## src/rtl/irq_route_pkg.sv

```systemverilog
package irq_route_pkg;

  // What an event asks of the processor interrupt line.
  typedef enum logic [1:0] {
    TRIG_NONE  = 2'd0,   // number outside the internal window
    TRIG_LEVEL = 2'd1,   // drive the polarity bit and hold it
    TRIG_PULSE = 2'd2    // single-clock pulse
  } trig_kind_e;

  typedef struct packed {
    trig_kind_e kind;
    logic       level;
  } trig_req_t;

endpackage

```

## src/rtl/irq_slot_mapper.sv

```systemverilog
module irq_slot_mapper #(
  parameter int DEVFN_W    = 8,
  parameter int PIN_W      = 2,
  parameter int NUM_W      = 8,
  parameter int IRQ_BASE   = 32,
  parameter int MF_SLOT    = 5,   // multi-function slot, pins kept apart
  parameter int FIX0_SLOT  = 6,   // single fixed line
  parameter int FIX0_LINE  = 4,
  parameter int FIX1_SLOT  = 7,
  parameter int FIX1_LINE  = 5,
  parameter int EXP_FIRST  = 8,   // rotated expansion slots
  parameter int EXP_LAST   = 12,
  parameter int EXP_LINE0  = 6
) (
  input  logic [DEVFN_W-1:0] devfn_i,
  input  logic [PIN_W-1:0]   pin_i,
  output logic [NUM_W-1:0]   num_o
);

  localparam int SLOT_W = DEVFN_W - 3;

  logic [SLOT_W-1:0] slot;
  logic [NUM_W-1:0]  pin_ext;
  logic [NUM_W-1:0]  slot_ext;

  assign slot     = devfn_i[DEVFN_W-1:3];
  assign pin_ext  = NUM_W'(pin_i);
  assign slot_ext = NUM_W'(slot);

  always_comb begin
    if (int'(slot) == MF_SLOT) begin
      // pin width is the modulus: four pins, four lines
      num_o = NUM_W'(IRQ_BASE) + pin_ext;
    end else if (int'(slot) == FIX0_SLOT) begin
      num_o = NUM_W'(IRQ_BASE + FIX0_LINE);
    end else if (int'(slot) == FIX1_SLOT) begin
      num_o = NUM_W'(IRQ_BASE + FIX1_LINE);
    end else if (int'(slot) >= EXP_FIRST && int'(slot) <= EXP_LAST) begin
      num_o = slot_ext - NUM_W'(EXP_FIRST) + pin_ext + NUM_W'(IRQ_BASE + EXP_LINE0);
    end else begin
      num_o = pin_ext;
    end
  end

endmodule

```

## src/rtl/irq_line_decode.sv

```systemverilog
module irq_line_decode
  import irq_route_pkg::*;
#(
  parameter int NUM_W    = 8,
  parameter int IRQ_BASE = 32,
  parameter int NUM_INT  = 32
) (
  input  logic [NUM_W-1:0]   num_i,
  input  logic [NUM_INT-1:0] edge_cfg_i,
  input  logic [NUM_INT-1:0] pol_cfg_i,
  output trig_req_t          req_o
);

  localparam int IDX_W = (NUM_INT > 1) ? $clog2(NUM_INT) : 1;

  logic             in_window;
  logic [NUM_W-1:0] offset;
  logic [IDX_W-1:0] idx;

  assign in_window = (int'(num_i) >= IRQ_BASE) && (int'(num_i) < IRQ_BASE + NUM_INT);
  assign offset    = num_i - NUM_W'(IRQ_BASE);
  assign idx       = offset[IDX_W-1:0];

  always_comb begin
    req_o.level = pol_cfg_i[idx];
    if (!in_window)           req_o.kind = TRIG_NONE;
    else if (edge_cfg_i[idx]) req_o.kind = TRIG_PULSE;
    else                      req_o.kind = TRIG_LEVEL;
  end

endmodule

```

## src/rtl/irq_trigger.sv

```systemverilog
module irq_trigger
  import irq_route_pkg::*;
(
  input  logic      clk,
  input  logic      rst,
  input  logic      fire_i,
  input  trig_req_t req_i,
  output logic      irq_o
);

  logic irq_q;
  logic pulse_q;
  logic act;

  assign act = fire_i && (req_i.kind != TRIG_NONE);

  always_ff @(posedge clk) begin
    if (rst) begin
      irq_q   <= 1'b0;
      pulse_q <= 1'b0;
    end else if (act) begin
      if (req_i.kind == TRIG_PULSE) begin
        irq_q   <= 1'b1;
        pulse_q <= 1'b1;
      end else begin
        irq_q   <= req_i.level;
        pulse_q <= 1'b0;
      end
    end else if (pulse_q) begin
      irq_q   <= 1'b0;
      pulse_q <= 1'b0;
    end
  end

  assign irq_o = irq_q;

  AST_PULSE_RISES: assert property (@(posedge clk) disable iff (rst)
    (fire_i && req_i.kind == TRIG_PULSE) |=> irq_o) else $error("pulse missing");

  AST_PULSE_ONE_CLOCK: assert property (@(posedge clk) disable iff (rst)
    (pulse_q && !act) |=> !irq_o) else $error("pulse too long");

  AST_LEVEL_FOLLOWS_POL: assert property (@(posedge clk) disable iff (rst)
    (fire_i && req_i.kind == TRIG_LEVEL) |=> (irq_o == $past(req_i.level))) else $error("level wrong");

  AST_IDLE_HOLDS: assert property (@(posedge clk) disable iff (rst)
    (!act && !pulse_q) |=> $stable(irq_o)) else $error("line moved without event");

endmodule

```

## src/rtl/pci_irq_router.sv

```systemverilog
module pci_irq_router
  import irq_route_pkg::*;
#(
  parameter int DEVFN_W  = 8,
  parameter int PIN_W    = 2,
  parameter int NUM_W    = 8,
  parameter int IRQ_BASE = 32,
  parameter int NUM_INT  = 32
) (
  input  logic               clk,
  input  logic               rst,
  input  logic               evt_valid_i,
  input  logic [DEVFN_W-1:0] evt_devfn_i,
  input  logic [PIN_W-1:0]   evt_pin_i,
  input  logic [NUM_INT-1:0] edge_cfg_i,
  input  logic [NUM_INT-1:0] pol_cfg_i,
  output logic               map_valid_o,
  output logic [NUM_W-1:0]   map_num_o,
  output logic               cpu_irq_o
);

  logic [NUM_W-1:0] num;
  trig_req_t        req;
  logic             valid_q;
  logic [NUM_W-1:0] num_q;

  irq_slot_mapper #(
    .DEVFN_W (DEVFN_W),
    .PIN_W   (PIN_W),
    .NUM_W   (NUM_W),
    .IRQ_BASE(IRQ_BASE)
  ) u_map (
    .devfn_i(evt_devfn_i),
    .pin_i  (evt_pin_i),
    .num_o  (num)
  );

  irq_line_decode #(
    .NUM_W   (NUM_W),
    .IRQ_BASE(IRQ_BASE),
    .NUM_INT (NUM_INT)
  ) u_dec (
    .num_i     (num),
    .edge_cfg_i(edge_cfg_i),
    .pol_cfg_i (pol_cfg_i),
    .req_o     (req)
  );

  irq_trigger u_trig (
    .clk   (clk),
    .rst   (rst),
    .fire_i(evt_valid_i),
    .req_i (req),
    .irq_o (cpu_irq_o)
  );

  always_ff @(posedge clk) begin
    if (rst) begin
      valid_q <= 1'b0;
      num_q   <= '0;
    end else begin
      valid_q <= evt_valid_i;
      if (evt_valid_i) num_q <= num;
    end
  end

  assign map_valid_o = valid_q;
  assign map_num_o   = num_q;

  AST_RESET_CLEARS: assert property (@(posedge clk)
    rst |=> (!map_valid_o && !cpu_irq_o && map_num_o == '0)) else $error("reset state");

  AST_VALID_FOLLOWS: assert property (@(posedge clk) disable iff (rst)
    evt_valid_i |=> map_valid_o) else $error("valid lost");

  AST_NO_SPURIOUS_VALID: assert property (@(posedge clk) disable iff (rst)
    !evt_valid_i |=> !map_valid_o) else $error("spurious valid");

endmodule

```

## config.mk

```make
export PLATFORM = sky130hd
export DESIGN_NAME = pci_irq_router
export DESIGN_NICKNAME = d
export VERILOG_FILES = /design/src/rtl/irq_route_pkg.sv /design/src/rtl/irq_slot_mapper.sv /design/src/rtl/irq_line_decode.sv /design/src/rtl/irq_trigger.sv /design/src/rtl/pci_irq_router.sv
export SDC_FILE = /design/constraint.sdc
export NUM_CORES = 1
export LEC_CHECK = 0
export BUFFER_PORTS_ARGS = -buffer_cell sky130_fd_sc_hd__buf_2
export CORE_MARGIN = 4
export CORE_UTILIZATION = 41
export DETAILED_ROUTE_END_ITERATION = 8
export PLACE_DENSITY_LB_ADDON = 0.25
export SKIP_LAST_GASP = 1
export SLEW_MARGIN = 10
export SYNTH_ARGS = -nofsm -noshare
export SYNTH_HDL_FRONTEND = slang
export SYNTH_SLANG_ARGS = --single-unit
```

## constraint.sdc

```tcl
create_clock -name clk -period 3.09 [get_ports clk]
set_input_delay 0.309 -clock clk [delete_from_list [all_inputs] [get_ports clk]]
set_output_delay 0.309 -clock clk [all_outputs]
set_load 0.02 [all_outputs]
```

Word level (Yosys, flattened, before mapping) --
Index checks and enable logic that the tools add are counted. Widths: inputs -> output; s select.
Word-level totals: flip-flop bits (word level) 11, input bits 77, output and inout bits 10, logic and storage cells 39
Operators by class: add/subtract/negate cells 5, order comparisons 5, eq/ne operators 4, mux-type cells 14, bitwise logic cells 1, reductions and logical operators 6
Operators by type and width (number):
- $mux 8 | 4
- $eq 5x4->1 const B | 3
- $bmux 1 s5 | 2
- $add 8x2->8 | 1
- $add 8x6->8 const B | 1
- $ge 8x6->1 const B | 1
- $lt 8x7->1 const B | 1
- $add 6x2->7 const A | 1
- $lt 5x6->1 const B | 1
- $mux 1 | 6
- $sub 5x4->6 const B | 1
- $ge 5x4->1 const B | 1
- $le 5x4->1 const B | 1
- $sub 5x1->5 const B | 1
- $mux 2 | 2
- $reduce_bool 2->1 | 2
- $logic_and 1x1->1 | 3
- $eq 2x2->1 const B | 1
- $reduce_or 2->1 | 1
- $not 1->1 | 1

Logic depth before layout (Yosys ltp) --
depth after elaboration 16, mapped depth 17, gate-level depth less buffers 15

Modules after synthesis --
A second synthesis with hierarchy kept.
Second synthesis, totals: cells, all modules 138, area, all modules 1355.0 µm²
By module, submodules not included:
- irq_line_decode | times used 1, cells each 53, area an instance 576.8 µm², sequential area each 0.0 µm²
- irq_slot_mapper | times used 1, cells each 50, area an instance 386.6 µm², sequential area each 0.0 µm²
- pci_irq_router | times used 1, cells each 28, area an instance 312.8 µm², sequential area each 180.2 µm²
- irq_trigger | times used 1, cells each 7, area an instance 78.8 µm², sequential area each 40.0 µm²

Worst setup path after synthesis --
No wires, ideal clock.
path kind input port to flip-flop, from in evt_devfn_i[4], to reg u_trig.irq_q (netlist: u_trig.irq_o), setup time 0.091 ns, arrival 3.287 ns, slack -0.288 ns, stages 16, path buffers 2, cell sequence buf_6 > inv_1 > ha_1 > inv_1 > ha_1 > inv_1 > fa_1 > a2111oi_0 > o21ai_1 > and2_1 > buf_2 > a21o_1 > o21a_1 > and3_1 > or4_4 > a311oi_1
Between the ends: longest elaborated chain between the ends 15, elaborated cells on any way between the ends 29
Ends and longest elaborated chain:
- start, declared | RTL line pci_irq_router.sv:13 | input logic [DEVFN_W-1:0] evt_devfn_i,
- $sub 5x4->6 | RTL line irq_slot_mapper.sv:39 | num_o = slot_ext - NUM_W'(EXP_FIRST) + pin_ext + NUM_W'(IRQ_BASE + EXP_LINE0);
- $add 8x2->8 | RTL line irq_slot_mapper.sv:39
- $add 8x6->8 | RTL line irq_slot_mapper.sv:39
- $mux 8 | RTL line irq_slot_mapper.sv:38 | end else if (int'(slot) >= EXP_FIRST && int'(slot) <= EXP_LAST) begin
- $mux 8 | RTL line irq_slot_mapper.sv:36 | end else if (int'(slot) == FIX1_SLOT) begin
- $mux 8 | RTL line irq_slot_mapper.sv:34 | end else if (int'(slot) == FIX0_SLOT) begin
- $mux 8 (*) | RTL line irq_slot_mapper.sv:31 | if (int'(slot) == MF_SLOT) begin
- $sub 5x1->5 | RTL line irq_line_decode.sv:21 | assign offset = num_i - NUM_W'(IRQ_BASE);
- $bmux 1 s5 | RTL line irq_line_decode.sv:27 | else if (edge_cfg_i[idx]) req_o.kind = TRIG_PULSE;
- $mux 1 (not written as such) | RTL line irq_line_decode.sv:27
- $mux 2 | RTL line irq_line_decode.sv:27
- $mux 2 | RTL line irq_line_decode.sv:26 | if (!in_window) req_o.kind = TRIG_NONE;
- $eq 2x2->1 or $reduce_bool 2->1 (tied branches) | RTL line irq_trigger.sv:22, irq_trigger.sv:15
- $mux 1 or $logic_and 1x1->1 (tied branches) | RTL line irq_trigger.sv:22, irq_trigger.sv:15
- $mux 1 or $reduce_bool 2->1 (tied branches)
- end signal, assigned | RTL line irq_trigger.sv:26 | irq_q <= req_i.level;
- end, declared | RTL line irq_trigger.sv:11 | logic irq_q;
Every way passes the cells marked *; elsewhere a longest branch is shown, timed or not. The select of a mux whose other input is x is not followed. A chain may end at the register's enable or synchronous reset.

Final worst setup path --
from in evt_pin_i[1], to reg u_trig.irq_q (netlist: u_trig.irq_o)
Between the ends: longest elaborated chain between the ends 14, elaborated cells on any way between the ends 23
Ends and longest elaborated chain:
- start, declared | RTL line pci_irq_router.sv:14 | input logic [PIN_W-1:0] evt_pin_i,
- $add 8x2->8 | RTL line irq_slot_mapper.sv:39
- $add 8x6->8 | RTL line irq_slot_mapper.sv:39
- $mux 8 | RTL line irq_slot_mapper.sv:38
- $mux 8 | RTL line irq_slot_mapper.sv:36
- $mux 8 | RTL line irq_slot_mapper.sv:34
- $mux 8 (*) | RTL line irq_slot_mapper.sv:31
- $sub 5x1->5 | RTL line irq_line_decode.sv:21
- $bmux 1 s5 | RTL line irq_line_decode.sv:27
- $mux 1 (not written as such) | RTL line irq_line_decode.sv:27
- $mux 2 | RTL line irq_line_decode.sv:27
- $mux 2 | RTL line irq_line_decode.sv:26
- $eq 2x2->1 or $reduce_bool 2->1 (tied branches) | RTL line irq_trigger.sv:22, irq_trigger.sv:15
- $mux 1 or $logic_and 1x1->1 (tied branches) | RTL line irq_trigger.sv:22, irq_trigger.sv:15
- $mux 1 or $reduce_bool 2->1 (tied branches)
Marked as above.

==> metrics.txt <==
area enclosed by the die boundary=0.00498 mm²; count of placed standard cells in the final layout, fillers left out=around 340; highest attainable clock frequency=~330 MHz; launch instance of the worst min-delay path=rst; number of synthesized register bits=10; Bufs on Longest Clock Path=2; post-route minimum period=about 3 ns; CP Data Required Time=between 3 and 4 ns; portion of netlist area occupied by mux cells=0.120; maximum number of pins on one net before global-route repair=18; area growth from synthesis to layout=39.6%; wire length of the first global-routing pass=between 7 and 8 mm; outcome=complete, no violations; Crit path depth=16; synthesized-area fraction occupied by and/or/nand/nor cells=0.250; number of max-slew violations in the final report=0; clk_lat worst skew=around 0.23 ns; CP Buf/Inv Count=4; height of the die=between 70 and 80 µm; CP Launch Type=input port; maximum capacitance violations=0; number of nets with antenna violations after detailed routing=0; dpl cells=around 340; count of port buffers added during placement=82; Pre-Repair DR Iteration Count=4; number of violations reported at the end of detailed-routing iteration 0=around 150; detailed-route via count=approximately 1900; Initial Utilization=0.432; routability-driven placement congestion ratio=around 0.9; grt total ovfl=0; detailed-placement wirelength estimate=3.80 mm; Power per Cell Area=between 200 and 300 mW/mm²; Clock Sink Count=10; count of flip-flops with a built-in enable after synthesis=0; Compound-Gate Fraction of Synth Area=0.306; R2R Path End=u_trig.irq_o$_SDFFE_PP0P_; share of synthesized cell area in full adder, half adder and majority cells=0.0904; top area cells in the synthesized netlist=dfxtp_1 12%, mux2i_1 11%, ha_1 7.8%; fraction of registers with async set/reset=0; width of the die=70.6 µm; total wire length=between 4 and 5 mm; share of final-layout standard cells stronger than drive strength 1=0.444; Net Count, Synth=between 200 and 300; Post-CTS Hold Fix Bufs=0; Layout Nets=about 380; highest fanout seen on the critical path=7; RSZ-0062 raised after global routing=true; Crit Path Category=in2reg; worst-path cell chain=buf_8 > inv_4 > ha_4 > inv_2 > ha_4 > inv_2 > fa_2 > a2111oi_4 > o21ai_2 > nand2_2 > nand2_1 > o211ai_1 > a311o_1 > o211ai_1 > or4_4 > a311oi_2; fraction of synthesized cell area in xor and xnor cells=0.0109; hold path depth=2; post-CTS clock slew at the launch and capture registers of the worst setup and hold paths=roughly 0.040 ns; maximum ir drop on the vdd rail=139 µV; Antenna Diode Count=0; reg-to-reg slack, setup=2.25 ns; Most used DFF post-synth=dfxtp_1; number of antenna violations at the first check in global routing=0; buffer count from post-CTS setup fixing=0; final setup skew=0.000160 ns; overall routing resource usage=0.181; standard cell core area=around 0.0037 mm²; Static Leakage=about 1.1 nW; Unique masters post-synth=just under 60; row cnt=22; final clock period utilization by the worst path=0.981; num ports=87; cell type contributing the most total cell area after synthesis=dfxtp_1; vias per cell=~5.5; Setup Total Neg Slack=0 ns; depth of the most critical reg-to-reg path=3; # DRC=0; share of synthesized area occupied by flip-flops and latches=0.125; type of the most critical hold path=in2reg; clock tree from TritonCTS=done; number of levels the H-tree was split into=1; final hold viol count=0; number of global-route vias before repair=between 1500 and 2000; Data arrival, critical path=roughly 3.2 ns; Hold EP=map_num_o[1]$_SDFFE_PP0P_; CTS Buf Count=3; post-synthesis cell area=about 0.0016 mm²; critical register-to-register path startpoint=u_trig.irq_o$_SDFFE_PP0P_; detail-routed net length per standard cell=14.1 µm; main combinational cell family by area after synthesis=compound AO/OA/AOI/OAI gates; setup-violating endpoint count in the final report=0; clock tree root driver cell=clkbuf_8; delay-heaviest family, CP=compound AO/OA/AOI/OAI gates; count of filler cells inserted in the layout=approximately 360; Avg Cell Area, Syn=7.91 µm²; Slowest-stage cell, CP=or4_4; post-synthesis cell count=about 200; portion of synthesized cell area occupied by the leading cell type=0.125; peak per-stage delay on the critical path=between 0.5 and 0.6 ns; critical path endpoint category=flip-flop; number of synthesis warnings=0
where the power goes:
part | internal, W | total, W | switching [W]
clock network | 0.0000847 | 0.000129 | 0.0000440
logic | 0.000177 | 0.000368 | 0.000191
registers | 0.000137 | 0.000141 | 0.00000334
registers in the layout, summed over array words and instances (netlist names):
| name | count |
|---|---|
| map_num_o | 7 |
| u_trig.irq_o | 1 |
| map_valid_o | 1 |
| u_trig.pulse_q | 1 |
final cells by class:
type / count / area, µm² / area share
clock buffers: 3 / 41.3 / 0.0184
inverters: 10 / 42.5 / 0.0190
multi-input cells: 168 / 1320 / 0.587
flip-flops and latches: 10 / 200 / 0.0893
well taps: 48 / 60.1 / 0.0268
repair buffers: 102 / 581 / 0.259
cells in the final DEF (no fill, tap or decap), types with 3 or more instances in the layout:
cell type  instances
dfxtp_1           10
a221oi_1           9
nand4_1            4
nor3_1             3
ha_1               8
a211oi_1           3
o21ai_0            7
a211o_1            3
buf_4             20
nand2b_1           4
nor2_1            16
buf_2             80
inv_1              6
nand2_1           13
a21o_1             4
nor2b_1            3
o211ai_1           7
a31oi_1            5
nand3_1            4
clkbuf_8           3
mux2i_1           17
a21oi_1           11
how the worst max path moves through the flow:
stage,to,start
after global placement,u_trig.irq_o$_SDFFE_PP0P_,evt_pin_i[1]
final,u_trig.irq_o$_SDFFE_PP0P_,evt_pin_i[1]
after floorplan,u_trig.irq_o$_SDFFE_PP0P_,evt_devfn_i[4]
after detailed placement,u_trig.irq_o$_SDFFE_PP0P_,evt_pin_i[1]
after global routing,u_trig.irq_o$_SDFFE_PP0P_,evt_pin_i[1]
after CTS,u_trig.irq_o$_SDFFE_PP0P_,evt_pin_i[1]
cells by family (layout without fill, tap and decap cells):
group,count (synthesis),after routing
AOI/OAI and AO/OA,68,68
xor gates and xnor gates,2,2
adders and majority gates,11,11
buffers and inverters,25,115
DFF,10,10
muxes,19,19
other,1,1
and+or+nand+nor,67,67
what timing repair did:
action / CTS / global route
gates resized for setup: 4 / 13
gates cloned: 0 / 0
setup endpoints to repair: 2 / 2
pin swaps: 1 / 9
layer usage:
| layer | global-route usage | vias up | routed length [µm] | share of wire |
|---|---|---|---|---|
| met5 | 0 | - | 0 | 0 |
| met3 | 0.0284 | 0 | 400 | 0.083 |
| met4 | 0.0251 | 0 | 0 | 0 |
| li1 | - | 960 | - | - |
| met2 | 0.300 | 78 | 2210 | 0.46 |
| met1 | 0.255 | 850 | 2190 | 0.46 |
per-stage QoR:
step / hold slack (ns) / setup WS, ns / cell area (µm²) / total power (W) / util
after floorplan: 0.456 / -0.181 / 1650 / 0.000383 / -
after global placement: 0.459 / -0.302 / 2140 / 0.000490 / 0.575
after detailed placement: 0.458 / -0.350 / 2140 / 0.000491 / 0.575
after CTS: 0.374 / 0.00950 / 2190 / 0.000626 / 0.589
after global routing: 0.399 / -0.0491 / 2240 / 0.000691 / 0.603
final: 0.392 / 0.0599 / 2240 / 0.000637 / 0.603
worst reg2reg max path, delay by kind of cell (launching register included):
kind               cells  cell delay (ns)
and+or+nand+nor        1             0.13
DFF                    1             0.32
AOI/OAI and AO/OA      2             0.30
Yosys cell counts, types with 2 or more instances:
library cell and instances:
a31oi_1 5, nor3_1 4, a21oi_1 11, nand3_1 4, buf_2 2, buf_6 4
o21ai_1 2, mux2i_1 17, a32o_1 2, nand3b_1 2, a21o_1 4, clkbuf_1 3
a221oi_1 9, nand2b_1 4, mux2_2 2, and3_1 2, ha_1 10, nand2_1 13
o211ai_1 7, a311oi_1 3, a211o_1 3, nor2_1 16, o21a_1 2, buf_4 4
dfxtp_1 10, inv_1 10, and2_1 2, nor2b_1 3, a211oi_1 3, o21ai_0 8
nand4_1 4
(Power assumes the default switching activity.)
